**src/rtl/atten_pkg.sv**
```systemverilog
// Package: shared constants and the mode type for the step attenuator control.
// Assumes a 7-bit code fed from an 8-bit serial word.
package atten_pkg;
    localparam int unsigned CODE_BITS = 7;
    localparam int unsigned WORD_BITS = 8;
    localparam int unsigned SYNC_DEPTH = 2;

    // Decoded update source for the output code register
    typedef enum logic [1:0] {
        MODE_SERIAL   = 2'd0,
        MODE_PAR_LOAD = 2'd1,
        MODE_PAR_HOLD = 2'd2
    } upd_mode_e;
endpackage

```
**src/rtl/atten_sync.sv**
```systemverilog
// Module: multi-bit flop-chain synchroniser.
// Assumes each bit is independent, or that bits are quasi-static against one another.
// Reset clears all stages synchronously.
module atten_sync #(
    parameter int unsigned W      = 1,
    parameter int unsigned STAGES = 2
) (
    input  logic         clk,
    input  logic         rst_n,
    input  logic [W-1:0] d_i,
    output logic [W-1:0] q_o
);
    logic [STAGES-1:0][W-1:0] chain_q;

    // Move the inputs one stage down the chain each clock
    always_ff @(posedge clk) begin
        if (!rst_n) begin
            chain_q <= '0;
        end else begin
            chain_q[0] <= d_i;
            for (int s = 1; s < STAGES; s++) begin
                chain_q[s] <= chain_q[s-1];
            end
        end
    end

    assign q_o = chain_q[STAGES-1];
endmodule

```
**src/rtl/atten_shifter.sv**
```systemverilog
// Module: serial shift register for the attenuation word.
// Inputs are already synchronised. A rising edge of the shift clock shifts one
// bit in at the top while latch enable is low, so the first bit sent ends in bit 0.
module atten_shifter #(
    parameter int unsigned WORD_W = 8
) (
    input  logic              clk,
    input  logic              rst_n,
    input  logic              sdi_i,
    input  logic              sclk_i,
    input  logic              le_i,
    output logic [WORD_W-1:0] word_o
);
    logic              sclk_q;
    logic              shift_en;
    logic [WORD_W-1:0] word_q;

    // Keep last shift-clock level for edge detection
    always_ff @(posedge clk) begin
        if (!rst_n) sclk_q <= 1'b0;
        else        sclk_q <= sclk_i;
    end

    assign shift_en = sclk_i & ~sclk_q & ~le_i;

    // Shift the word on an accepted shift-clock edge
    always_ff @(posedge clk) begin
        if (!rst_n)        word_q <= '0;
        else if (shift_en) word_q <= {sdi_i, word_q[WORD_W-1:1]};
    end

    assign word_o = word_q;

    assert_hold_while_latched_R11: assert property (@(posedge clk) disable iff (!rst_n)
        $past(le_i) |-> $stable(word_q));

    assert_lsb_first_R2: assert property (@(posedge clk) disable iff (!rst_n)
        !$stable(word_q) |-> (word_q[WORD_W-2:0] == $past(word_q[WORD_W-1:1])));
endmodule

```
**src/rtl/atten_code_reg.sv**
```systemverilog
// Module: output code register and mode decode.
// Serial mode loads the low bits of the shifted word on a latch-enable rise,
// unless the bits above the code are non-zero. Parallel mode loads the parallel
// inputs for as long as latch enable is high. Reset forces full attenuation.
module atten_code_reg
    import atten_pkg::*;
#(
    parameter int unsigned CODE_W = 7,
    parameter int unsigned WORD_W = 8
) (
    input  logic              clk,
    input  logic              rst_n,
    input  logic              sel_i,
    input  logic              le_i,
    input  logic [CODE_W-1:0] par_i,
    input  logic [WORD_W-1:0] word_i,
    output logic [CODE_W-1:0] code_o,
    output logic              err_o
);
    localparam logic [CODE_W-1:0] FULL_CODE = {CODE_W{1'b1}};

    logic              le_q;
    logic              le_rise;
    logic              word_ok;
    upd_mode_e         mode;
    logic [CODE_W-1:0] code_q;
    logic              err_q;

    // Keep last latch-enable level for edge detection
    always_ff @(posedge clk) begin
        if (!rst_n) le_q <= 1'b0;
        else        le_q <= le_i;
    end

    assign le_rise = le_i & ~le_q;
    assign word_ok = ~|word_i[WORD_W-1:CODE_W];

    // Decode which source, if any, updates the code this cycle
    always_comb begin
        if (sel_i)     mode = MODE_SERIAL;
        else if (le_i) mode = MODE_PAR_LOAD;
        else           mode = MODE_PAR_HOLD;
    end

    // Update the code and the error flag from the selected source
    always_ff @(posedge clk) begin
        if (!rst_n) begin
            code_q <= FULL_CODE;
            err_q  <= 1'b0;
        end else begin
            case (mode)
                MODE_SERIAL: begin
                    if (le_rise) begin
                        if (word_ok) begin
                            code_q <= word_i[CODE_W-1:0];
                            err_q  <= 1'b0;
                        end else begin
                            err_q  <= 1'b1;
                        end
                    end
                end
                MODE_PAR_LOAD: code_q <= par_i;
                default:       code_q <= code_q;
            endcase
        end
    end

    assign code_o = code_q;
    assign err_o  = err_q;

    assert_update_needs_latch_R6: assert property (@(posedge clk) disable iff (!rst_n)
        !$stable(code_q) |-> $past(le_i));

    assert_bad_word_keeps_code_R4: assert property (@(posedge clk) disable iff (!rst_n)
        $rose(err_q) |-> $stable(code_q));

    assert_err_serial_only_R4: assert property (@(posedge clk) disable iff (!rst_n)
        !$stable(err_q) |-> $past(sel_i));

    assert_serial_ignores_par_R7: assert property (@(posedge clk) disable iff (!rst_n)
        ($past(sel_i) && !$stable(code_q)) |-> (code_q == $past(word_i[CODE_W-1:0])));
endmodule

```
**src/rtl/step_atten_ctrl.sv**
```systemverilog
// Module: top of the step attenuator control register.
// All asynchronous control inputs go through one synchroniser bundle, so that
// serial data, shift clock, latch enable, select and parallel code stay aligned.
module step_atten_ctrl
    import atten_pkg::*;
#(
    parameter int unsigned CODE_W      = CODE_BITS,
    parameter int unsigned WORD_W      = WORD_BITS,
    parameter int unsigned SYNC_STAGES = SYNC_DEPTH
) (
    input  logic              clk,
    input  logic              rst_n,
    input  logic              ser_sel_i,
    input  logic              ser_din_i,
    input  logic              ser_clk_i,
    input  logic              latch_en_i,
    input  logic [CODE_W-1:0] par_code_i,
    output logic [CODE_W-1:0] atten_code_o,
    output logic              word_err_o
);
    localparam int unsigned BUNDLE_W = CODE_W + 4;

    logic [BUNDLE_W-1:0] raw_bus;
    logic [BUNDLE_W-1:0] sync_bus;
    logic                sel_s;
    logic                le_s;
    logic                sclk_s;
    logic                sdi_s;
    logic [CODE_W-1:0]   par_s;
    logic [WORD_W-1:0]   shift_word;

    assign raw_bus = {ser_sel_i, latch_en_i, ser_clk_i, ser_din_i, par_code_i};

    atten_sync #(.W(BUNDLE_W), .STAGES(SYNC_STAGES)) u_sync (
        .clk   (clk),
        .rst_n (rst_n),
        .d_i   (raw_bus),
        .q_o   (sync_bus)
    );

    assign {sel_s, le_s, sclk_s, sdi_s, par_s} = sync_bus;

    atten_shifter #(.WORD_W(WORD_W)) u_shift (
        .clk    (clk),
        .rst_n  (rst_n),
        .sdi_i  (sdi_s),
        .sclk_i (sclk_s),
        .le_i   (le_s),
        .word_o (shift_word)
    );

    atten_code_reg #(.CODE_W(CODE_W), .WORD_W(WORD_W)) u_code (
        .clk    (clk),
        .rst_n  (rst_n),
        .sel_i  (sel_s),
        .le_i   (le_s),
        .par_i  (par_s),
        .word_i (shift_word),
        .code_o (atten_code_o),
        .err_o  (word_err_o)
    );
endmodule

```
**config.mk**
```make
export PLATFORM = sky130hd
export DESIGN_NAME = step_atten_ctrl
export DESIGN_NICKNAME = d
export VERILOG_FILES = /design/src/rtl/atten_pkg.sv /design/src/rtl/atten_sync.sv /design/src/rtl/atten_shifter.sv /design/src/rtl/atten_code_reg.sv /design/src/rtl/step_atten_ctrl.sv
export SDC_FILE = /design/constraint.sdc
export NUM_CORES = 1
export LEC_CHECK = 0
export ABC_AREA = 0
export BUFFER_PORTS_ARGS = -buffer_cell sky130_fd_sc_hd__buf_2
export CORE_MARGIN = 5
export CORE_UTILIZATION = 48
export DETAILED_ROUTE_END_ITERATION = 8
export PLACE_DENSITY = 0.84
export SLEW_MARGIN = 20
export SYNTH_ARGS = -nofsm -noshare
export SYNTH_HDL_FRONTEND = slang
export SYNTH_SLANG_ARGS = --single-unit
```
**constraint.sdc**
```tcl
create_clock -name clk -period 1.15 [get_ports clk]
set_clock_uncertainty 0.2 [all_clocks]
set_input_delay 0.1725 -clock clk [delete_from_list [all_inputs] [get_ports clk]]
set_output_delay 0.1725 -clock clk [all_outputs]
set_load 0.02 [all_outputs]
```
## After elaboration in Yosys (flattened, before gate mapping)

Index checks and enable logic that the tools add are counted.

| word-level totals | value |
|---|---|
| bits in registers | 40 |
| input port bits | 13 |
| word-level logic and storage cells | 26 |

| operators by class | value |
|---|---|
| equal/unequal tests | 3 |
| mux-type cells | 6 |
| bitwise gates (word level) | 6 |
| reductions and logical operators | 4 |

Operators with widths:

| cell | number |
|---|---|
| $mux 7 | 2 |
| $pmux 7 s2 | 1 |
| $mux 2 | 2 |
| $and 1x1->1 | 3 |
| $not 1->1 | 3 |
| $reduce_and 3->1 | 1 |
| $eq 2x1->1 const B | 1 |
| $logic_not 2->1 | 1 |
| $ne 2x1->1 const B | 1 |
| $ne 2x2->1 const B | 1 |
| $reduce_and 2->1 | 1 |
| $reduce_bool 2->1 | 1 |
| $mux 1 | 1 |

## Logic depth before layout (Yosys ltp)

| logic depth | value |
|---|---|
| depth in word-level cells | 5 |
| gate-level depth with buffers | 4 |
| depth with buffers taken out | 3 |

## Modules after synthesis

From an unflattened synthesis, not the netlist that was laid out.

| unflattened totals | value |
|---|---|
| cells, all modules | 120 |
| area, all modules | 1425.1 µm² |

Modules (own cells, without submodules):

| module | instances | cells each | area an instance (µm²) |
|---|---|---|---|
| atten_sync | 1 | 57 | 703.2 |
| atten_code_reg | 1 | 33 | 392.9 |
| atten_shifter | 1 | 30 | 329.1 |

## Least setup slack after synthesis

Ideal clock, no wire load.

| path | value |
|---|---|
| path type | register to register |
| start | register u_sync.chain_q, in the netlist u_sync.q_o[9] |
| end | register u_shift.word_q[0], in the netlist u_shift.word_o[0] |
| library setup time | 0.116 ns |
| arrival | 0.890 ns |
| data required time | 0.834 ns |
| path slack | -0.056 ns |
| stages on the path, launching flop included | 5 |
| clock period less this slack | 1.206 ns |
| path through | dfxtp_1 -> nor3b_2 -> buf_6 -> mux2i_1 -> nor2b_1 |

| between the ends | value |
|---|---|
| longest elaborated chain between the ends | 2 |

RTL lines:

| item | line | text |
|---|---|---|
| start, declared | atten_sync.sv:13 | `logic [STAGES-1:0][W-1:0] chain_q;` |
| start signal, assigned by index | atten_sync.sv:22 | `chain_q[s] <= chain_q[s-1];` |
| $not 1->1 | atten_shifter.sv:24 | `assign shift_en = sclk_i & ~sclk_q & ~le_i;` |
| $and 1x1->1 | atten_shifter.sv:24 |  |
| end signal, assigned | atten_shifter.sv:29 | `else if (shift_en) word_q <= {sdi_i, word_q[WORD_W-1:1]};` |
| end, declared | atten_shifter.sv:16 | `logic [WORD_W-1:0] word_q;` |

No other way between the ends.
A chain may end at the register's enable or synchronous reset.

## Final worst setup path

| path | value |
|---|---|
| start | register u_shift.sclk_q |
| end | register u_shift.word_q[2], in the netlist u_shift.word_o[2] |

| between the ends | value |
|---|---|
| longest elaborated chain between the ends | 3 |

RTL lines:

| item | line | text |
|---|---|---|
| start, declared | atten_shifter.sv:14 | `logic sclk_q;` |
| start signal, assigned | atten_shifter.sv:21 | `else sclk_q <= sclk_i;` |
| $not 1->1 | atten_shifter.sv:24 |  |
| $and 1x1->1 (2 in a row) | atten_shifter.sv:24 |  |

No other way between the ends.

==> flow_summary_export.csv <==
group,metric,value,unit
run_status,status,"complete, but fails checks",
run_status,violations,"negative hold slack, negative setup slack",
clock_network,cts_buffers,5,
yosys,synth_seq_cells,40,
yosys,avgSynthCellArea,12.19,um2
clock_network,clk_latency,0.34,ns
grt,grt_overflow,0,
place,port_buffers,20,
floorplan,initial_utilization,0.4900,
floorplan,pin_count,21,
grt,grt_usage,0.1366,
clock_network,clk_pin_slew,0.12,ns
clock_network,cts_tree,"built",
floorplan,dieHeight,62.37,um
grt,antenna_found_initial,0,
timing,setup_slack,-0.1955,ns
yosys,ys_seq_area_frac,0.6084,
worst_hold_path,hold_path_class,"input port to flip-flop",
yosys,netlist_area,1316,um2
place,place.gp.congestion,0.8318,
layout,antenna_cells,0,
clock_network,cts_root_buf,"clkbuf_4",
detailed_routing,routed_wl,2756,um
detailed_routing,drtIter0Drc,13,
worst_setup_path,crit_path_end_kind,"flip-flop",
worst_hold_path,min_from,"rst_n",
yosys,ys_top_cells_by_count,"dfxtp_1 (40), and2_1 (25), mux2i_1 (16)",
detailed_routing,vias_per_cell,4.846,
worst_setup_path,cp.arrival,1.39,ns
grt,grt_first_pass_wirelength,4153,um
timing,worst_pin_slew,0.2021,ns
yosys,netlist_instances,108,
clock_network,htreeDepth,2,
detailed_routing,vias,882,
layout,stdcell_area,1819,um2
worst_setup_path,reg2reg_depth,4,
worst_hold_path,hold_depth,2,
yosys,yosys_warnings,0,
yosys,synth_edf_count,0,
detailed_routing,ant_nets,0,
worst_setup_path,rr_startpoint,"u_shift.sclk_q",
worst_setup_path,crit_path_max_fanout,8,
layout,drive_gt1_frac,0.4106,
worst_setup_path,ff2ff_setup_slack,-0.20,ns
power,peakVddDrop,1.033,mV
yosys,yosysMostFrequentCell,"dfxtp_1",
timing,setup_viol,23,
layout,fill_cells,191,
yosys,synth_area_leaders,"dfxtp_1 (61%), mux2i_1 (12%), and2_1 (12%)",
power,p_per_area,1297,nW/um2
run,drv_cap,0,
timing,fin_crit_sh,1.170,
worst_setup_path,r2r_end,"u_shift.word_o[2]",
layout,final_cells,182,
yosys,synth_cell_types,13,
layout,syn_to_final_growth,38.21,%
layout,nets,164,
place,place_area,1475,um2
yosys,synth.largest_area_cell,"dfxtp_1",
clock_network,cts-hold-fix-buffers,11,
timing,grt_setup_unrepaired,"true",
timing,setup_tns,-2.519,ns
power,leakage,0.7142,nW
grt,grt_max_degree,26,
power,power,2.359,mW
floorplan,die_area,3889,um2
place,dp.cells,159,
worst_setup_path,worst-setup-path-type,"flip-flop to flip-flop",
yosys,synth_nets,121,
detailed_routing,wl_per_cell,15.14,um
worst_hold_path,hold_end,"u_code.le_q",
detailed_routing,post-route-drc-count,0,
clock_network,cts_buffer_depth,2,
yosys,yosysTopAreaCellShare,0.6084,
clock_network,cts_sinks,40,
timing,drv_slew,0,
timing,maxSlewHeadroom,0.8614,
place,dp.final_hpwl,1541,um
worst_setup_path,critPathLaunchType,"flip-flop",
timing,hold_ws,-0.04647,ns
detailed_routing,drt_pass1_iterations,4,
timing,maxClockFrequency,743.2,MHz
yosys,async_flop_share,0,
grt,first_global_vias,906,
floorplan,row_count,19,
yosys,ys.flop_type,"dfxtp_1",
timing,fin_crit,1.346,ns
floorplan,core_area,2686,um2
floorplan,chipWidth,62.37,um
timing,hold_viol,1,
worst_setup_path,critPathRequiredTime,1.19,ns
[power breakdown]
group | internal, mW | switching [mW]
registers | 1.44 | 0.0291
logic | 0.154 | 0.0894
clock network | 0.225 | 0.420
total | 1.82 | 0.538
[worst max-delay path, stage by stage (launching register included)]
cell,delay [ns]
dfxtp_2,0.34
nor3b_4,0.21
buf_6,0.18
mux2i_1,0.24
nor2b_1,0.08
[how the worst max path moves through the flow]
stage	startpoint	end	slack, ns	cells after the start
after floorplan	u_sync.q_o[9]	u_shift.word_o[0]	-0.03	4
after global placement	u_sync.q_o[10]	u_code.code_o[2]	-0.10	4
after detailed placement	u_shift.word_o[7]	u_code.code_o[6]	-0.18	3
after CTS	u_sync.q_o[9]	u_shift.word_o[1]	-0.16	4
after global routing	u_shift.sclk_q	u_shift.word_o[2]	-0.24	4
final	u_shift.sclk_q	u_shift.word_o[2]	-0.20	4
[cell type report]
| cell class | count | area (um2) | area share |
|---|---|---|---|
| clock buffers | 6 | 41.29 | 0.02270 |
| clock inverters | 1 | 5.005 | 0.002751 |
| multi-input cells | 62 | 559.3 | 0.3074 |
| repair buffers | 42 | 359.1 | 0.1974 |
| flip-flops and latches | 40 | 815.8 | 0.4484 |
| well taps | 31 | 38.79 | 0.02132 |
[what timing repair did]
| item | 4_1_cts | 5_1_grt |
|---|---|---|
| pin swaps | 1 | 3 |
| gates resized for setup | 28 | 17 |
| endpoints found under the setup margin | 23 | 24 |
| endpoints found under the hold margin | 12 | 1 |
| setup buffers | 3 | 2 |
| gates cloned | 0 | 0 |
[cells in the final DEF (no fill, tap or decap), drive strengths merged]
cell type	netlist	routed
and2	25	25
buf	3	31
clkinv	0	1
clkbuf	3	6
nor2b	9	9
mux2i	16	16
nor3b	1	1
dlygate4sd3	0	11
a21bo	1	1
dfxtp	40	40
o21ai	1	1
a2bb2oi	7	7
nand3b	1	1
and2b	1	1
[cells by family (layout without fill, tap and decap cells)]
logic type / Yosys count / count (layout) / synth area share
AOI/OAI and AO/OA: 9 / 9 / 0.05798
buffers and inverters: 6 / 49 / 0.02946
DFF: 40 / 40 / 0.6084
muxes: 16 / 16 / 0.1217
and+or+nand+nor: 37 / 37 / 0.1825
[flip-flops by register name, summed over array words and instances (netlist names)]
signal / count
u_shift.word_o: 8
u_shift.sclk_q: 1
u_code.le_q: 1
u_sync.chain_q: 11
u_code.code_o: 7
u_sync.q_o: 11
u_code.err_o: 1
[stage by stage]
stage            util  setup WS, ns
3_3_place_gp   0.5491       -0.1015
5_1_grt        0.6772       -0.2448
4_1_cts        0.6404       -0.1568
3_5_place_dp   0.5491       -0.1847
2_1_floorplan       -      -0.02916
6_report       0.6772       -0.1955
[metal layers]
layer	GRT usage	share of wire
met5	0	0
met4	0.07162	0.026
met3	0.04505	0.032
met2	0.2306	0.52
met1	0.1509	0.42
No activity file was read; power rests on OpenSTA's default activity.
